--- config.mk ---
export PLATFORM = sky130hd
export DESIGN_NAME = stack_helper_seq
export DESIGN_NICKNAME = d
export VERILOG_FILES = /design/src/rtl/stack_helper_pkg.sv /design/src/rtl/stack_helper_ctrl.sv /design/src/rtl/stack_helper_collect.sv /design/src/rtl/stack_helper_port.sv /design/src/rtl/stack_helper_seq.sv
export SDC_FILE = /design/constraint.sdc
export NUM_CORES = 1
export LEC_CHECK = 0
export CORE_ASPECT_RATIO = 1.25
export CORE_UTILIZATION = 46
export CTS_BUF_LIST = sky130_fd_sc_hd__clkbuf_16
export DETAILED_ROUTE_END_ITERATION = 7
export HOLD_SLACK_MARGIN = 0.03
export PLACE_DENSITY = 0.77
export SYNTH_ARGS = -nofsm -noshare
export SYNTH_HDL_FRONTEND = slang
export SYNTH_SLANG_ARGS = --single-unit
--- constraint.sdc ---
create_clock -name clk -period 4.36 [get_ports clk]
set_clock_uncertainty 0.2 [all_clocks]
set_input_delay 1.09 -clock clk [delete_from_list [all_inputs] [get_ports clk]]
set_output_delay 1.09 -clock clk [all_outputs]
set_load 0.05 [all_outputs]
--- src/rtl/stack_helper_pkg.sv ---
// Package stack_helper_pkg
// Shared operation and sequencer state encodings for the stack helper unit.
// Assumes a single select bit distinguishes the two operations.
package stack_helper_pkg;

    typedef enum logic {
        OP_TEST = 1'b0,
        OP_LIT  = 1'b1
    } op_e;

    typedef enum logic [1:0] {
        ST_IDLE  = 2'd0,
        ST_PUSH  = 2'd1,
        ST_FETCH = 2'd2
    } seq_state_e;

endpackage

--- src/rtl/stack_helper_ctrl.sv ---
// Module stack_helper_ctrl
// Phase sequencer: accepts a start while idle, runs an optional four-byte
// push phase (literal only), then a four-byte fetch phase, and flags the last
// fetch cycle plus a registered done pulse. Assumes start is ignored when busy.
module stack_helper_ctrl
    import stack_helper_pkg::*;
#(
    parameter int NBYTES = 4,
    localparam int IDX_W = (NBYTES > 1) ? $clog2(NBYTES) : 1
) (
    input  logic             clk,
    input  logic             rst_n,
    input  logic             start,
    input  logic             op_sel,
    output logic             accept,
    output logic             busy,
    output logic             in_push,
    output logic             in_fetch,
    output logic             last,
    output logic             done,
    output op_e              op_q,
    output logic [IDX_W-1:0] idx
);

    localparam logic [IDX_W-1:0] IDX_LAST = IDX_W'(NBYTES - 1);

    seq_state_e state_q;

    assign accept   = (state_q == ST_IDLE) && start;
    assign busy     = (state_q != ST_IDLE);
    assign in_push  = (state_q == ST_PUSH);
    assign in_fetch = (state_q == ST_FETCH);
    assign last     = in_fetch && (idx == IDX_LAST);

    // Advance the phase state and byte index.
    always_ff @(posedge clk) begin
        if (!rst_n) begin
            state_q <= ST_IDLE;
            idx     <= '0;
            op_q    <= OP_TEST;
        end else begin
            case (state_q)
                ST_IDLE: begin
                    if (start) begin
                        op_q    <= op_e'(op_sel);
                        idx     <= '0;
                        state_q <= op_sel ? ST_PUSH : ST_FETCH;
                    end
                end
                ST_PUSH: begin
                    idx <= idx + 1'b1;
                    if (idx == IDX_LAST) begin
                        idx     <= '0;
                        state_q <= ST_FETCH;
                    end
                end
                ST_FETCH: begin
                    idx <= idx + 1'b1;
                    if (idx == IDX_LAST) begin
                        idx     <= '0;
                        state_q <= ST_IDLE;
                    end
                end
                default: state_q <= ST_IDLE;
            endcase
        end
    end

    // Register the completion pulse one edge after the last fetch cycle.
    always_ff @(posedge clk) begin
        if (!rst_n) done <= 1'b0;
        else        done <= last;
    end

    // completion is a single-cycle pulse
    p_done_pulse_r9: assert property (@(posedge clk) disable iff (!rst_n)
        done |=> !done);

    // the captured operation cannot change while an operation runs
    p_no_restart_r10: assert property (@(posedge clk) disable iff (!rst_n)
        (busy && start) |=> $stable(op_q));

endmodule

--- src/rtl/stack_helper_collect.sv ---
// Module stack_helper_collect
// Assembles a little-endian word from bytes arriving lowest address first.
// The full word is available combinationally while the final byte is on the
// bus. Assumes one byte per capture strobe.
module stack_helper_collect #(
    parameter int DATA_W = 32,
    parameter int BYTE_W = 8
) (
    input  logic              clk,
    input  logic              rst_n,
    input  logic              capture,
    input  logic [BYTE_W-1:0] byte_in,
    output logic [DATA_W-1:0] word_full
);

    logic [DATA_W-1:0] shift_q;

    assign word_full = {byte_in, shift_q[DATA_W-1:BYTE_W]};

    // Shift each new byte in from the top so the first byte ends lowest.
    always_ff @(posedge clk) begin
        if (!rst_n)       shift_q <= '0;
        else if (capture) shift_q <= word_full;
    end

endmodule

--- src/rtl/stack_helper_port.sv ---
// Module stack_helper_port
// Memory port driver: forms the byte address from the active base pointer and
// byte index, selects the push byte, and raises exactly one strobe per busy
// cycle. Assumes pointer arithmetic wraps at the address width.
module stack_helper_port
    import stack_helper_pkg::*;
#(
    parameter int ADDR_W = 24,
    parameter int DATA_W = 32,
    parameter int BYTE_W = 8,
    localparam int NBYTES = DATA_W / BYTE_W,
    localparam int IDX_W  = (NBYTES > 1) ? $clog2(NBYTES) : 1
) (
    input  logic              in_push,
    input  logic              in_fetch,
    input  op_e               op_q,
    input  logic [IDX_W-1:0]  idx,
    input  logic [ADDR_W-1:0] sp,
    input  logic [ADDR_W-1:0] tp,
    input  logic [ADDR_W-1:0] ip,
    input  logic [DATA_W-1:0] tos,
    output logic [ADDR_W-1:0] addr,
    output logic              re,
    output logic              we,
    output logic [BYTE_W-1:0] wdata
);

    localparam logic [ADDR_W-1:0] CELL = ADDR_W'(NBYTES);

    logic [ADDR_W-1:0] base;
    logic [DATA_W-1:0] shifted;

    // Pick the pointer that addresses the current phase.
    always_comb begin
        if (in_push)              base = sp - CELL;
        else if (op_q == OP_TEST) base = tp;
        else                      base = ip;
    end

    // Byte address, strobes and outgoing byte.
    always_comb begin
        addr    = base + ADDR_W'(idx);
        re      = in_fetch;
        we      = in_push;
        shifted = tos >> (BYTE_W * int'(idx));
        wdata   = shifted[BYTE_W-1:0];
    end

endmodule

--- src/rtl/stack_helper_seq.sv ---
// Module stack_helper_seq (top)
// Stack-language helper unit: holds the top, second, thread pointer, stack
// pointer and zero flag, and runs test-and-advance or literal over a byte-wide
// memory with combinational read data. Assumes DATA_W is a whole number of bytes.
module stack_helper_seq
    import stack_helper_pkg::*;
#(
    parameter int ADDR_W = 24,
    parameter int DATA_W = 32,
    parameter int BYTE_W = 8,
    parameter logic [ADDR_W-1:0] TP_RESET = '0,
    parameter logic [ADDR_W-1:0] SP_RESET = '0
) (
    input  logic              clk,
    input  logic              rst_n,
    input  logic              start,
    input  logic              op_sel,
    input  logic [ADDR_W-1:0] ip_i,
    output logic [ADDR_W-1:0] ip_next_o,
    output logic              busy_o,
    output logic              done_o,
    output logic [DATA_W-1:0] tos_o,
    output logic [DATA_W-1:0] nos_o,
    output logic [ADDR_W-1:0] tp_o,
    output logic [ADDR_W-1:0] sp_o,
    output logic              zero_o,
    output logic [ADDR_W-1:0] mem_addr_o,
    output logic              mem_re_o,
    output logic              mem_we_o,
    output logic [BYTE_W-1:0] mem_wdata_o,
    input  logic [BYTE_W-1:0] mem_rdata_i
);

    localparam int NBYTES = DATA_W / BYTE_W;
    localparam int IDX_W  = (NBYTES > 1) ? $clog2(NBYTES) : 1;
    localparam logic [ADDR_W-1:0] CELL = ADDR_W'(NBYTES);

    logic              accept, busy, in_push, in_fetch, last, done;
    op_e               op_q;
    logic [IDX_W-1:0]  idx;
    logic [DATA_W-1:0] word_full;
    logic [DATA_W-1:0] tos_q, nos_q;
    logic [ADDR_W-1:0] tp_q, sp_q, ip_q, ip_next_q;
    logic              zero_q;

    stack_helper_ctrl #(.NBYTES(NBYTES)) ctrl_i (
        .clk(clk), .rst_n(rst_n), .start(start), .op_sel(op_sel),
        .accept(accept), .busy(busy), .in_push(in_push), .in_fetch(in_fetch),
        .last(last), .done(done), .op_q(op_q), .idx(idx)
    );

    stack_helper_collect #(.DATA_W(DATA_W), .BYTE_W(BYTE_W)) collect_i (
        .clk(clk), .rst_n(rst_n), .capture(in_fetch),
        .byte_in(mem_rdata_i), .word_full(word_full)
    );

    stack_helper_port #(.ADDR_W(ADDR_W), .DATA_W(DATA_W), .BYTE_W(BYTE_W)) port_i (
        .in_push(in_push), .in_fetch(in_fetch), .op_q(op_q), .idx(idx),
        .sp(sp_q), .tp(tp_q), .ip(ip_q), .tos(tos_q),
        .addr(mem_addr_o), .re(mem_re_o), .we(mem_we_o), .wdata(mem_wdata_o)
    );

    // Sample the instruction pointer when an operation is accepted.
    always_ff @(posedge clk) begin
        if (!rst_n)      ip_q <= '0;
        else if (accept) ip_q <= ip_i;
    end

    // Commit the architectural registers in the last fetch cycle.
    always_ff @(posedge clk) begin
        if (!rst_n) begin
            tos_q     <= '0;
            nos_q     <= '0;
            tp_q      <= TP_RESET;
            sp_q      <= SP_RESET;
            zero_q    <= 1'b0;
            ip_next_q <= '0;
        end else if (last) begin
            tos_q <= word_full;
            if (op_q == OP_TEST) begin
                nos_q  <= tos_q;
                tp_q   <= tp_q + CELL;
                zero_q <= (tos_q == '0);
            end else begin
                sp_q      <= sp_q - CELL;
                ip_next_q <= ip_q + CELL;
            end
        end
    end

    assign busy_o    = busy;
    assign done_o    = done;
    assign tos_o     = tos_q;
    assign nos_o     = nos_q;
    assign tp_o      = tp_q;
    assign sp_o      = sp_q;
    assign zero_o    = zero_q;
    assign ip_next_o = ip_next_q;

    // a single access per cycle
    p_one_access_r11: assert property (@(posedge clk) disable iff (!rst_n)
        !(mem_re_o && mem_we_o));

    // no access while idle
    p_idle_quiet_r11: assert property (@(posedge clk) disable iff (!rst_n)
        !busy_o |-> (!mem_re_o && !mem_we_o));

    // the thread pointer steps one cell per test-and-advance
    p_tp_step_r4: assert property (@(posedge clk) disable iff (!rst_n)
        (done_o && op_q == OP_TEST) |-> (tp_o == $past(tp_o) + CELL));

    // zero tracks the moved value
    p_zero_moved_r5: assert property (@(posedge clk) disable iff (!rst_n)
        (done_o && op_q == OP_TEST) |-> (zero_o == (nos_o == '0)));

    // the literal push pre-decrements the stack pointer
    p_sp_dec_r6: assert property (@(posedge clk) disable iff (!rst_n)
        (done_o && op_q == OP_LIT) |-> (sp_o == $past(sp_o) - CELL));

    // test-and-advance never moves the stack pointer
    p_sp_kept_r8: assert property (@(posedge clk) disable iff (!rst_n)
        (busy_o && op_q == OP_TEST) |=> $stable(sp_o));

endmodule

# Word level (Yosys, flattened, before mapping)
# Cells that the tools add are included.
# totals
regBits	199
rom_bits	0
latchBits	0
n_memories	0
output_inout_bits	173
mem_bits_rw	0
inputBits	36
elab_cells	47
# op_classes
eq_ne	6
reduce_logical	12
n_shift	1
div	0
mux	10
mul	0
n_addsub	5
order_cmp	0
bitwise_logic	1
# ops
op	n
adder 24 x 3 -> 24 bit, second input constant	2
2-to-1 mux 24 bit	2
zero test 32 bit	1
>> shifter 32 x 5 -> 8 bit	1
adder 24 x 2 -> 24 bit	1
subtractor 24 x 3 -> 24 bit, second input constant	1
2-to-1 mux 2 bit	6
AND reduction 2 bit	4
case mux 2 bit (3 select lines)	1
equality test 2 bit, second input constant	2
inequality test 2 bit, second input constant	2
case mux 2 bit (2 select lines)	1
nonzero test 2 bit	2
AND reduction 3 bit	1
adder 2 x 1 -> 2 bit, second input constant	1
equality test 2 x 1 -> 1 bit, second input constant	1
logical AND 1 bit	2
zero test 2 bit	1
inequality test 2 x 1 -> 1 bit, second input constant	1
OR reduction 2 bit	1
NOT 1 bit	1

# Depth between registers and ports, before layout
# logic_depth
word_depth	4
ltp_mapped	15
depth_no_buf	13

# By module
# Synthesis repeated with hierarchy kept, for this count alone.
# unflattened
hier_cells	1077
hier_area_um2	9567.9
# by_module_without_submodules
mod	cells_per_inst	area_per_inst_um2	instances	seq_area_each_um2
stack_helper_seq	720	6402.4	1	3143.0
stack_helper_port	233	1809.2	1	0.0
stack_helper_collect	85	989.7	1	480.5
stack_helper_ctrl	39	366.6	1	120.1

# Least setup slack after synthesis
# OpenSTA, ideal clock, no wires.
# synth_timing
path_kind	register -> output
start	register ctrl_i.state_q[1]
end	output port mem_addr_o[16]
path_slack_ps	-927
path_buffers	2
arrival_time_ps	3997
stages_incl_launch_ff	15
t_required_ps	3070
path_cell_list	dfxtp_1 -> inv_1 -> ha_1 -> inv_1 -> clkbuf_1 -> clkbuf_1 -> and3_1 -> ha_1 -> inv_1 -> fa_1 -> nor2_1 -> nand3_1 -> nor4b_2 -> nand3b_1 -> xnor2_1
# synth_via
elab_chain_len	3
# synth_rtl
item	line	rtl
start: declaration	stack_helper_ctrl.sv:27	seq_state_e state_q;
start signal: assignment	stack_helper_ctrl.sv:47	state_q <= op_sel ? ST_PUSH : ST_FETCH;
equality test 2 x 1 -> 1 bit	stack_helper_ctrl.sv:31	assign in_push = (state_q == ST_PUSH);
via mem_we_o	stack_helper_seq.sv:29	output logic mem_we_o,
2-to-1 mux 24 bit	stack_helper_port.sv:35	if (in_push) base = sp - CELL;
adder 24 x 2 -> 24 bit	stack_helper_port.sv:42	addr = base + ADDR_W'(idx);
end: declaration	stack_helper_seq.sv:27	output logic [ADDR_W-1:0] mem_addr_o,
# The timed path passes the listed nets, and every way through them passes these cells.

# Worst setup path after layout
# layout_timing
start	register sp_q[11], in the netlist sp_o[11]
end	output port mem_addr_o[21]
# layout_via
elab_chain_len	3
# layout_rtl
item	line	rtl
start: declaration	stack_helper_seq.sv:43	logic [ADDR_W-1:0] tp_q, sp_q, ip_q, ip_next_q;
start signal: assignment	stack_helper_seq.sv:85	sp_q <= sp_q - CELL;
subtractor 24 x 3 -> 24 bit	stack_helper_port.sv:35	
2-to-1 mux 24 bit	stack_helper_port.sv:35	
adder 24 x 2 -> 24 bit	stack_helper_port.sv:42	
# Every way passes these cells.

==> summary.log <==
qor: clocking.tritoncts built
qor: placed_design.place.gp.congestion 0.8898
qor: power.power.static_leakage 4.982 nW
qor: global_route.grt_start_max_net_pins 108
qor: critical_path.crit_cells 9
qor: yosys.syn_inst 1080
qor: power.power 4.077 mW
qor: floorplanning.dieArea 0.02058 mm2
qor: placed_design.port_buffers 204
qor: placed_design.final_hpwl_from_detailed_placement 20.09 mm
qor: route.via_per_inst 5.472
qor: global_route.grt_overflow_total 0
qor: floorplanning.fp.dieW 128.5 um
qor: clocking.cts-buffers-inserted 17
qor: global_route.first_global_vias 8448
qor: power.ir_drop 0.2354 mV
qor: cells_and_area.final_design_area_no_fill 0.01317 mm2
qor: clocking.worst_setup_hold_path_clk_slew 0.07 ns
qor: critical_path.critical_path.n_buffers_inverters 2
qor: critical_path.critical_path.top_delay_family simple AND/OR/NAND/NOR gates
qor: run_status.outcome finished, violations left
qor: critical_path.critical_path.max_fanout 5
qor: clocking.cts.hold.buffers_added 0
qor: cells_and_area.most_frequent_standard_cell_in_the_layout_excluding_fill_and_tap_cells sky130_fd_sc_hd__nand2_1
qor: floorplanning.boundaryPins 209
qor: clocking.insertion_delay 0.43 ns
qor: sta.fmax 0.2134 GHz
qor: cells_and_area.layout-drive-gt1-share 0.1573
qor: cells_and_area.area_growth_synth_to_finish 43.09%
qor: critical_path.cell_occurring_most_often_along_the_worst_timing_path sky130_fd_sc_hd__or4_4
qor: floorplanning.fp.dieH 160.1 um
qor: critical_path.cp-end-kind output port
qor: route.drt.antenna.violating_nets 0
qor: route.post_detailed_route_drc_marker_count 0
qor: yosys.syn_area 0.009203 mm2
qor: cells_and_area.mostFrequentLayoutCells sky130_fd_sc_hd__nand2_1 (235), sky130_fd_sc_hd__clkdlybuf4s50_1 (180), sky130_fd_sc_hd__dfxtp_1 (176)
qor: floorplanning.placeableCoreArea 0.01954 mm2
qor: clocking.max-clock-path-buffers 2
qor: run_status.failed_checks setup timing
qor: floorplanning.standard_cell_rows 57
qor: yosys.asyncSetResetFlopFracSynth 0
qor: clocking.cts_sinks 187
qor: critical_path.critical_path.slowest_cell sky130_fd_sc_hd__or4_4
qor: clocking.clock_root_buffer sky130_fd_sc_hd__clkbuf_16
qor: sta.fin_setup_tns -2.396 ns
qor: sta.timing_hold_violations_final 0
qor: sta.slew-limit-headroom 0.3358
qor: placed_design.dp.cells 1537
qor: global_route.antenna_found_initial 1
qor: clocking.htree_num_levels 4
qor: placed_design.postPlaceCellArea 0.01230 mm2
qor: power.powerDensity 309.6 mW/mm2
qor: critical_path.timing.reg2reg.worst_path_depth 9
qor: job.maxCapViolations 0
qor: sta.slew_viol_final 0
qor: sta.setup_viol 10
qor: route.drtIter0Drc 429
qor: yosys.ys_seq_elements 187
qor: yosys.synth_enable_flop_cells 0
qor: sta.finalWorstPathRequiredPeriod 4.687 ns
qor: route.detail_route.first_pass.iterations 5
qor: sta.setup_ws -0.3271 ns
qor: floorplanning.initial_utilization 0.4709
qor: cells_and_area.multi_input_area 0.005594 mm2
qor: critical_path.timing.critical_path.from_type flop
qor: critical_path.crit_type reg -> out
qor: sta.hold_slack 0.2640 ns
qor: hold_path.holdCritPathClass reg -> reg
qor: cells_and_area.register_area 0.003767 mm2
qor: cells_and_area.utilization 0.6738
qor: critical_path.crit_arrival 3.40 ns
qor: critical_path.crit_path_cell_trace or4_4 > or4b_4 > or4_4 > a31o_4 > buf_6 > nor2_2 > nand4_1 > xor2_4 > buf_12
qor: yosys.yosysUniqueCellTypes 53
qor: yosys.yosysSeqAreaShare 0.4068
qor: global_route.grtUsageTotal 0.2726
qor: sta.rsz0062_at_grt true
qor: route.detail_route.wirelength 27.72 mm
qor: critical_path.worst_path_largest_cell_delay 0.54 ns
qor: hold_path.holdPathStages 2
qor: yosys.synth_top_flop_cell sky130_fd_sc_hd__dfxtp_1
qor: route.vias 8657
qor: yosys.avgSynthCellArea 8.521 um2
qor: sta.tightest_slew 0.9963 ns
qor: cells_and_area.stdcell_count 1582
qor: route.wl_per_cell 17.52 um
qor: placed_design.dpl_worst_slack -0.04189 ns
qor: sta.min_period_over_period 1.075
qor: cells_and_area.fin_nets 1349
qor: critical_path.worst_ep_required_time 3.07 ns
qor: cells_and_area.filler_cell_count 1597
qor: global_route.grt_pass1_wl 43.61 mm
qor: yosys.synth_warnings 0
## sequential cells by signal, indices dropped and copies added, names as in the netlist, 2 cells and up
register           flops
collect_i.shift_q     24
sp_o                  22
tos_o                 32
ip_q                  24
nos_o                 32
ctrl_i.state_q         2
ctrl_i.idx             2
ip_next_o             24
tp_o                  22
## synthesized netlist by cell type (8+ instances only)
cell type                  count  share of area
sky130_fd_sc_hd__nor4_1       19          0.013
sky130_fd_sc_hd__a21oi_1       9         0.0049
sky130_fd_sc_hd__ha_1          9          0.012
sky130_fd_sc_hd__or3_1        17          0.012
sky130_fd_sc_hd__a211oi_1     11         0.0090
sky130_fd_sc_hd__inv_1        17         0.0069
sky130_fd_sc_hd__and2_1       36          0.024
sky130_fd_sc_hd__and3_1        8         0.0054
sky130_fd_sc_hd__clkbuf_1     60          0.024
sky130_fd_sc_hd__nor3_1       15         0.0082
sky130_fd_sc_hd__mux4_2        8          0.020
sky130_fd_sc_hd__nand3_1      24          0.013
sky130_fd_sc_hd__o211a_1      14          0.015
sky130_fd_sc_hd__o21ai_0      24          0.013
sky130_fd_sc_hd__xnor2_1      44          0.042
sky130_fd_sc_hd__mux2i_1      38          0.041
sky130_fd_sc_hd__a21boi_0     96          0.078
sky130_fd_sc_hd__a31oi_1       9         0.0061
sky130_fd_sc_hd__nand2_1     238          0.097
sky130_fd_sc_hd__nor2_1       29          0.012
sky130_fd_sc_hd__dfxtp_1     187           0.41
sky130_fd_sc_hd__xor2_1       36          0.034
sky130_fd_sc_hd__nor2b_1      47          0.032
sky130_fd_sc_hd__nand4_1      19          0.013
## path summary, 6_finish.rpt
check                          from  slack (ns)                      to
max           sp_o[11]$_SDFFE_PN0P_       -0.33          mem_addr_o[21]
min          nos_o[23]$_SDFFE_PN0P_        0.26  nos_o[23]$_SDFFE_PN0P_
max reg2reg    sp_o[2]$_SDFFE_PN0P_        1.28   sp_o[23]$_SDFFE_PN0P_
min reg2reg  nos_o[23]$_SDFFE_PN0P_        0.26  nos_o[23]$_SDFFE_PN0P_
## per-layer routing
layer / vias to the layer above / GRT usage / part of all wire
met5: - / 0 / 0
met4: 0 / 0.1262 / 0.037
met3: 56 / 0.05360 / 0.062
met2: 317 / 0.4887 / 0.52
met1: 4154 / 0.3063 / 0.39
li1: 4130 / - / -
## worst register-to-register path, delay by kind of cell, from the launching register on
kind,cells,cell delay [ns]
flops,1,0.35
xor+xnor,1,0.13
simple gates,6,2.02
buf+inv,2,0.30
## what timing repair did
action,4_1_cts,5_1_grt
setup endpoints to repair,13,14
resized for setup,17,16
setup buffers,9,4
pin swaps,12,12
## kinds of logic (layout without fill, tap and decap cells)
| group | after synthesis | after routing | synth area share |
|---|---|---|---|
| xor gates and xnor gates | 80 | 80 | 0.07614 |
| adders and majority gates | 10 | 10 | 0.01441 |
| other | 1 | 5 | 0.0004075 |
| muxes | 47 | 47 | 0.06213 |
| and+or+nand+nor | 479 | 479 | 0.2538 |
| buffers and inverters | 89 | 322 | 0.03821 |
| DFF | 187 | 187 | 0.4068 |
| AOI/OAI and AO/OA | 187 | 187 | 0.1481 |
## area by class of cell
| class | count | share of cell area |
|---|---|---|
| antenna | 1 | 0.0001900 |
| clock buffer | 17 | 0.03231 |
| sequential | 187 | 0.2861 |
| timing repair buffer | 273 | 0.2131 |
| multi-input combinational | 807 | 0.4248 |
| inverter | 17 | 0.005036 |
| tap | 265 | 0.02518 |
| clock inverter | 15 | 0.01321 |
## report_power, final
| part | internal (mW) | leakage, nW | total (mW) | switching, mW |
|---|---|---|---|---|
| Combinational | 0.312 | 3.17 | 0.714 | 0.403 |
| Sequential | 1.74 | 1.52 | 1.78 | 0.0438 |
| Clock | 0.903 | 0.293 | 1.58 | 0.675 |
| Total | 2.95 | 4.98 | 4.08 | 1.12 |
Note: power is estimated with default switching activity, not from simulation.
